<file path="src/rtl/dmovl_pkg.sv">
package dmovl_pkg;

    // Destination of the access presented this cycle
    typedef enum logic [1:0] {
        TGT_NONE = 2'd0,
        TGT_INT  = 2'd1,
        TGT_EXT  = 2'd2
    } tgt_e;

    // External bus sequencer state
    typedef enum logic {
        ST_IDLE = 1'b0,
        ST_BUS  = 1'b1
    } bus_st_e;

endpackage

</file>
<file path="src/rtl/dmovl_decode.sv">
module dmovl_decode
    import dmovl_pkg::*;
#(
    parameter int ADDR_W    = 14,
    parameter int OVL_W     = 4,
    parameter int INT_WORDS = 8160
) (
    input  logic [ADDR_W-1:0] addr,
    input  logic [OVL_W-1:0]  ovl,
    input  logic              req,
    output tgt_e              tgt,
    output logic              page_hi
);
    localparam logic [ADDR_W-1:0] INT_LIMIT = ADDR_W'(INT_WORDS);

    logic in_win;

    always_comb begin
        in_win  = (addr[ADDR_W-1] == 1'b0);
        tgt     = TGT_NONE;
        page_hi = 1'b0;
        if (req && in_win) begin
            if (ovl == OVL_W'(0)) begin
                if (addr < INT_LIMIT) begin
                    tgt = TGT_INT;
                end
            end else if (ovl == OVL_W'(1)) begin
                tgt     = TGT_EXT;
                page_hi = 1'b0;
            end else if (ovl == OVL_W'(2)) begin
                tgt     = TGT_EXT;
                page_hi = 1'b1;
            end
        end
    end

endmodule

</file>
<file path="src/rtl/dmovl_wait_ctr.sv">
module dmovl_wait_ctr #(
    parameter int WAIT_W = 3
) (
    input  logic              clk,
    input  logic              rst_n,
    input  logic              load,
    input  logic              run,
    input  logic [WAIT_W-1:0] wait_in,
    output logic              last
);
    logic [WAIT_W-1:0] cnt_d;
    logic [WAIT_W-1:0] cnt_q;

    always_comb begin
        cnt_d = cnt_q;
        if (load) begin
            cnt_d = wait_in;
        end else if (run && (cnt_q != '0)) begin
            cnt_d = cnt_q - WAIT_W'(1);
        end
    end

    always_ff @(posedge clk or negedge rst_n) begin
        if (!rst_n) begin
            cnt_q <= '0;
        end else begin
            cnt_q <= cnt_d;
        end
    end

    assign last = (cnt_q == '0);

endmodule

</file>
<file path="src/rtl/dmovl_ext_drv.sv">
module dmovl_ext_drv
    import dmovl_pkg::*;
#(
    parameter int ADDR_W = 14
) (
    input  logic              clk,
    input  logic              rst_n,
    input  logic              start,
    input  logic              start_wr,
    input  logic              start_page,
    input  logic [ADDR_W-2:0] start_addr,
    input  logic              last,
    output logic              busy,
    output logic              sel,
    output logic              rd,
    output logic              wr,
    output logic [ADDR_W-1:0] addr
);
    typedef struct packed {
        bus_st_e           st;
        logic              sel;
        logic              rd;
        logic              wr;
        logic [ADDR_W-1:0] addr;
    } drv_t;

    drv_t drv_d;
    drv_t drv_q;

    always_comb begin
        drv_d = drv_q;
        case (drv_q.st)
            ST_IDLE: begin
                if (start) begin
                    drv_d.st   = ST_BUS;
                    drv_d.sel  = 1'b1;
                    drv_d.rd   = !start_wr;
                    drv_d.wr   = start_wr;
                    drv_d.addr = {start_page, start_addr};
                end
            end
            ST_BUS: begin
                if (last) begin
                    drv_d.st  = ST_IDLE;
                    drv_d.sel = 1'b0;
                    drv_d.rd  = 1'b0;
                    drv_d.wr  = 1'b0;
                end
            end
            default: drv_d.st = ST_IDLE;
        endcase
    end

    always_ff @(posedge clk or negedge rst_n) begin
        if (!rst_n) begin
            drv_q <= '0;
        end else begin
            drv_q <= drv_d;
        end
    end

    assign busy = (drv_q.st == ST_BUS);
    assign sel  = drv_q.sel;
    assign rd   = drv_q.rd;
    assign wr   = drv_q.wr;
    assign addr = drv_q.addr;

endmodule

</file>
<file path="src/rtl/dmovl_mapper.sv">
module dmovl_mapper
    import dmovl_pkg::*;
#(
    parameter int ADDR_W    = 14,
    parameter int OVL_W     = 4,
    parameter int WAIT_W    = 3,
    parameter int INT_WORDS = 8160
) (
    input  logic              clk,
    input  logic              rst_n,
    input  logic [ADDR_W-1:0] core_addr,
    input  logic              core_rd,
    input  logic              core_wr,
    input  logic [OVL_W-1:0]  ovl_sel,
    input  logic [WAIT_W-1:0] dwait,
    output logic              int_en,
    output logic              int_we,
    output logic [ADDR_W-2:0] int_addr,
    output logic [ADDR_W-1:0] ext_addr,
    output logic              ext_dsel,
    output logic              ext_rd,
    output logic              ext_wr,
    output logic              core_rdy
);
    localparam int WIN_W = ADDR_W - 1;

    tgt_e tgt;
    logic page_hi;
    logic req;
    logic busy;
    logic last;
    logic start;

    assign req = core_rd | core_wr;

    dmovl_decode #(
        .ADDR_W   (ADDR_W),
        .OVL_W    (OVL_W),
        .INT_WORDS(INT_WORDS)
    ) dec_i (
        .addr   (core_addr),
        .ovl    (ovl_sel),
        .req    (req),
        .tgt    (tgt),
        .page_hi(page_hi)
    );

    assign start = !busy && (tgt == TGT_EXT);

    dmovl_wait_ctr #(
        .WAIT_W(WAIT_W)
    ) ctr_i (
        .clk    (clk),
        .rst_n  (rst_n),
        .load   (start),
        .run    (busy),
        .wait_in(dwait),
        .last   (last)
    );

    dmovl_ext_drv #(
        .ADDR_W(ADDR_W)
    ) drv_i (
        .clk       (clk),
        .rst_n     (rst_n),
        .start     (start),
        .start_wr  (core_wr),
        .start_page(page_hi),
        .start_addr(core_addr[WIN_W-1:0]),
        .last      (last),
        .busy      (busy),
        .sel       (ext_dsel),
        .rd        (ext_rd),
        .wr        (ext_wr),
        .addr      (ext_addr)
    );

    always_comb begin
        int_en   = !busy && (tgt == TGT_INT);
        int_we   = int_en && core_wr;
        int_addr = core_addr[WIN_W-1:0];
        if (busy) begin
            core_rdy = last;
        end else begin
            core_rdy = (tgt != TGT_EXT);
        end
    end

endmodule

</file>
<file path="config.mk">
export PLATFORM = sky130hd
export DESIGN_NAME = dmovl_mapper
export DESIGN_NICKNAME = d
export VERILOG_FILES = /design/src/rtl/dmovl_pkg.sv /design/src/rtl/dmovl_decode.sv /design/src/rtl/dmovl_wait_ctr.sv /design/src/rtl/dmovl_ext_drv.sv /design/src/rtl/dmovl_mapper.sv
export SDC_FILE = /design/constraint.sdc
export NUM_CORES = 1
export LEC_CHECK = 0
export ABC_AREA = 1
export BUFFER_PORTS_ARGS = -buffer_cell sky130_fd_sc_hd__buf_2
export CAP_MARGIN = 20
export CORE_UTILIZATION = 33
export CTS_BUF_LIST = sky130_fd_sc_hd__clkbuf_8
export DETAILED_ROUTE_END_ITERATION = 12
export GPL_ROUTABILITY_DRIVEN = 0
export GPL_TIMING_DRIVEN = 0
export PLACE_DENSITY_LB_ADDON = 0.08
export SETUP_SLACK_MARGIN = 0.5
export SLEW_MARGIN = 20
export SYNTH_ARGS = -nofsm -noshare
export SYNTH_HDL_FRONTEND = slang
export SYNTH_SLANG_ARGS = --single-unit
</file>
<file path="constraint.sdc">
create_clock -name clk -period 1.34 [get_ports clk]
set_input_delay 0.067 -clock clk [delete_from_list [all_inputs] [get_ports clk]]
set_output_delay 0.067 -clock clk [all_outputs]
set_load 0.005 [all_outputs]
</file>
After elaboration in Yosys (flattened, before gate mapping)
Index checks and enable logic that the tools add are counted.
Widths: inputs -> output; s select.
{ "classes": {"add_sub_neg": 1, "magnitude_cmp": 1, "n_eq_ne": 7, "muxes": 15, "n_bitwise": 3, "n_reduce_logical": 13} }
{ "op_table": {"columns": ["cell", "count"], "rows": [
  ["$mux 18", 1],
  ["$lt 14x13->1 const B", 1],
  ["$mux 2", 4],
  ["$pmux 4 s2", 1],
  ["$mux 1", 6],
  ["$mux 3", 2],
  ["$ne 2x2->1 const B", 3],
  ["$logic_and 1x1->1", 5],
  ["$eq 4x1->1 const B", 1],
  ["$eq 4x2->1 const B", 1],
  ["$logic_not 4->1", 1],
  ["$mux 4", 1],
  ["$reduce_and 2->1", 2],
  ["$logic_not 3->1", 1],
  ["$reduce_bool 3->1", 1],
  ["$sub 3x1->3 const B", 1],
  ["$eq 2x1->1 const B", 1],
  ["$eq 2x2->1 const B", 1],
  ["$logic_not 1->1", 2],
  ["$not 1->1", 2],
  ["$reduce_bool 2->1", 1],
  ["$or 1x1->1", 1]
]} }
{ "word_totals": {"register_bits": 21, "in_bits": 25, "out_inout_bits": 33, "elab_cells": 46} }

Logic depth before layout (Yosys ltp)
{ "depth": {"word_depth": 9, "mapped_depth": 9} }

By module
A second synthesis with hierarchy kept.
{ "hier_totals": {"hier_cells": 153, "area_unflattened_um2": 1152.4} }
{ "by_module_without_submodules": {"columns": ["mod", "n_inst", "cells_per_inst", "area_per_inst_um2", "seq_area_each_um2"], "rows": [
  ["dmovl_ext_drv", 1, 77, 708.2, 450.4],
  ["dmovl_wait_ctr", 1, 27, 192.7, 75.1],
  ["dmovl_mapper", 1, 26, 160.2, 0.0],
  ["dmovl_decode", 1, 23, 91.3, 0.0]
]} }

Worst setup path before layout
OpenSTA, ideal clock, no wires.
{ "synth_timing": {"path_type": "register to register", "from": "register ctr_i.cnt_q[0]", "to": "register ctr_i.cnt_q[2]", "setup_time_ns": 0.065, "arrival_time_ns": 1.015, "required_time_ns": 1.275, "path_slack_ns": 0.260, "stages_incl_launch_ff": 8, "n_path_buf": 0, "period_less_slack_ns": 1.080, "cell_sequence": "dfrtp_1 inv_1 ha_1 nand2_1 nand2_1 o21ai_0 nand2_1 nand2_1"} }
{ "synth_between": {"elab_chain_len": 3} }
{ "synth_lines": {"columns": ["item", "line_no", "text"], "rows": [
  ["start, declared", "dmovl_wait_ctr.sv:12", "logic [WAIT_W-1:0] cnt_q;"],
  ["start signal, assigned", "dmovl_wait_ctr.sv:27", "cnt_q <= cnt_d;"],
  ["$sub 3x1->3 or $reduce_bool 3->1 (tied branches)", "dmovl_wait_ctr.sv:19, dmovl_wait_ctr.sv:18", null],
  ["$mux 3 or $logic_and 1x1->1 (tied branches)", "dmovl_wait_ctr.sv:18", "end else if (run && (cnt_q != '0)) begin"],
  ["$mux 3 or $reduce_bool 2->1 (tied branches)", null, null]
]} }
Parallel ways exist; a longest one is shown, timed or not. The select of a mux whose other input is x is not followed.
A chain may end at the register's enable or synchronous reset.

Worst setup path after layout
{ "layout_timing": {"from": "register drv_i.drv_q, in the netlist drv_i.busy", "to": "output int_we"} }
{ "layout_between": {"elab_chain_len": 3} }
{ "layout_lines": {"columns": ["item", "line_no", "text"], "rows": [
  ["start, declared", "dmovl_ext_drv.sv:28", "drv_t drv_q;"],
  ["start signal, assigned", "dmovl_ext_drv.sv:58", "drv_q <= drv_d;"],
  ["$logic_not 1->1", "dmovl_mapper.sv:79", "int_en = !busy && (tgt == TGT_INT);"],
  ["$logic_and 1x1->1", "dmovl_mapper.sv:79", null],
  ["$logic_and 1x1->1", "dmovl_mapper.sv:80", "int_we = int_en && core_wr;"],
  ["end, declared", "dmovl_mapper.sv:17", "output logic int_we,"]
]} }
No other way between the ends.

==> results.cfg <==
[floorplanning]
core_area_um2 = 3128
initial_core_util_pct = 35.36
io_pins = 58
num_rows = 20
die_h_um = 59.90
die_w_um = 59.90
die_area_um2 = 3587

[critical_path]
cp_data_arrival_time_ns = 1.29
cp_slowest_cell = dfrtp_1
critPathKind = flip-flop to primary output
worst-path-buf-inv = 3
crit_family = flip-flops
end_kind = primary output
slowest_delay_ns = 0.41
crit_fanout = 3
cp-start-kind = flip-flop
cp.required_ns = 1.27
crit_path_cell_trace = inv_2 -> buf_6 -> nand4_1 -> nor3_2 -> buf_2

[power]
peakVddDrop_mv = 0.9670
clkPwrFrac_pct = 13.1
pwr-share-seq_pct = 33.0
p_int_mw = 2.051
p_switching_mw = 1.101
p_per_area_nw_per_um2 = 1555
swShare_pct = 34.94
leakagePower_nw = 1.163
total_power_mw = 3.152
comb_power_share_pct = 53.9

[global_route]
grt_pass1_vias = 1120
grt_max_degree = 22
grt_pass1_wl_um = 4892
grt-ovfl-total = 0
grt.total_usage_pct = 18.73
antenna_found_initial = 0

[route]
drt.antenna.violating_nets = 0
dr_total_vias = 1210
drt_wl_total_um = 3173
wl_per_cell_um = 11.54
dr.pass1.iters = 4
vias_per_cell = 4.400
drtIter0Drc = 27
drc = 0

[timing]
finClkSkew_ns = 0.008018
worstMarginPinSlew_ns = 0.4824
hold_viol = 0
setup_viol = 1
layout_setup_ws_ns = -0.02040
period_share_pct = 101.5
fmax_mhz = 735.1
relSlewSlack_pct = 67.84
period_minus_slack_ns = 1.360
rsz0062_at_grt = true
slew_viol_final = 0

[placed_design]
dpl-instance-area_um2 = 1454
portBuffers = 57
hpwl_um = 1913
dp_slack_ns = 0.1567
dp.cells = 240

[final_layout]
drive_gt1_share_pct = 67.10
postLayoutCellArea_um2 = 2027
final_cell_count_no_fill = 275
nets = 259
area_growth_pct = 83.26
antenna_cells = 0

[clock_tree]
cts_root_buf = clkbuf_8
numCtsBuffers = 3
clk_pin_slew_ns = 0.08
cts.sinks = 21
clockBufferDepth = 2
htree_num_levels = 1
clock_latency_ns = 0.26
tritoncts = built

[synthesis]
synth_area_leaders = dfrtp_1, nand2_1, buf_4
yosys-top-cells-count = nand2_1, dfrtp_1, inv_1
synth_top_area_cell = dfrtp_1
synth_area_um2 = 1106
synth_top_area_share_pct = 47.51
synth-warning-count = 0
synth_most_common_cell = nand2_1
synthArstFlopShare_pct = 100.0
synthesis.nets = 166
synthFlopType = dfrtp_1
seq_area_frac_synth_pct = 47.51
syn_avg_cell_area_um2 = 7.957
syn_inst = 139
synth_seq_cells = 21
synth_cell_types = 18
synth_edf_count = 0

[outcome]
violations = setup timing
status = finished, violations left

[worst_hold_path]
hp-class = input pin to flip-flop

[flow_run]
maxCapViolations = 0
[power groups by stage]
stage | clock network (mW) | registers, mW | logic (mW)
floorplan | 0 | 1.05 | 0.455
CTS | 0.424 | 1.03 | 1.36
finish | 0.412 | 1.04 | 1.70
detailed placement | 0 | 1.04 | 0.834
global placement | 0 | 1.03 | 0.817
global route | 0.455 | 1.07 | 1.85
[cells in the final DEF, fill, tap and decap left out]
cell type      count
buf_2             56
nand2_1           31
buf_4             29
nand2_2           22
dfrtp_1           21
buf_6             11
inv_1             10
nand2_4            8
inv_2              5
nand4_1            5
buf_8              5
nand3_1            4
o21ai_2            4
nor2_1             3
clkbuf_8           3
nor2_4             2
ha_4               2
nor3_1             1
nor3_2             1
nand3_4            1
clkinv_8           1
nand3_2            1
xnor2_2            1
clkinv_2           1
buf_16             1
dlygate4sd3_1      1
buf_12             1
[worst register-to-register path, stage by stage (launching register included)]
cell and delay, ns:
dfrtp_1 0.38, inv_2 0.06, ha_4 0.16, nand2_4 0.07, nand2_4 0.07, buf_6 0.11
buf_6 0.12, o21ai_2 0.10, nand2_1 0.06, nand2_1 0.07
[state kept, by name (all words and copies together), names as in the netlist]
register and count:
drv_i.wr 1, drv_i.rd 1, drv_i.sel 1, ctr_i.cnt_q 3, drv_i.busy 1, drv_i.addr 14
[per-stage QoR]
step | hold slack [ns] | TNS [ns] | util [%]
global route | 0.01763 | -0.1383 | 64.80
CTS | 0.01327 | 0 | 58.96
finish | 0.01644 | -0.02040 | 64.80
global placement | 0.06014 | 0 | 46.48
floorplan | -0.2286 | 0 | -
detailed placement | 0.05927 | 0 | 46.48
[metal layers]
| metal | global-route usage (%) | share of wire [%] | vias to the layer above |
|---|---|---|---|
| li1 | - | - | 598 |
| met1 | 22.22 | 42 | 567 |
| met2 | 32.22 | 51 | 39 |
| met3 | 5.628 | 5.2 | 6 |
| met4 | 5.980 | 2.2 | 0 |
| met5 | 0 | 0 | - |
[cells by family after synthesis]
kind of cell               Yosys count  share of synthesized area, %
adders and majority gates            2                         2.262
xor gates and xnor gates             1                        0.7920
AOI/OAI and AO/OA                    4                         1.809
buffers and inverters               32                         16.97
DFF                                 21                         47.51
and+or+nand+nor                     79                         30.66
[path summary, 6_finish.rpt]
check,from,to,slack [ns],depth (start not counted)
max in group asynchronous,rst_n,drv_i.addr[11],0.71,2
worst max-delay path,drv_i.busy,int_we,-0.02,5
min in group asynchronous,rst_n,ctr_i.cnt_q[2],0.29,2
worst min-delay path,core_addr[1],drv_i.addr[1],0.02,3
worst max register to register,ctr_i.cnt_q[0],ctr_i.cnt_q[0],0.07,9
worst min register to register,drv_i.addr[3],drv_i.addr[3],0.48,2
[repair_timing]
| item | CTS | global route |
|---|---|---|
| gates resized for setup | 47 | 35 |
| endpoints found under the setup margin | 33 | 41 |
| endpoints found under the hold margin | 21 | 0 |
| cloned | 2 | 0 |
| pin swaps | 10 | 17 |
| setup buffers | 21 | 7 |
| hold buffers | 1 | 0 |
[area by class of cell]
type / count / area (um2)
tap: 44 / 55.05
clock buffer: 3 / 41.29
clock inverter: 1 / 5.005
timing repair buffer: 88 / 615.6
multi-input combinational: 86 / 573.1
inverter: 16 / 72.57
fill: 286 / 1101
sequential: 21 / 525.5
buffer: 16 / 138.9
(Power assumes the default switching activity.)
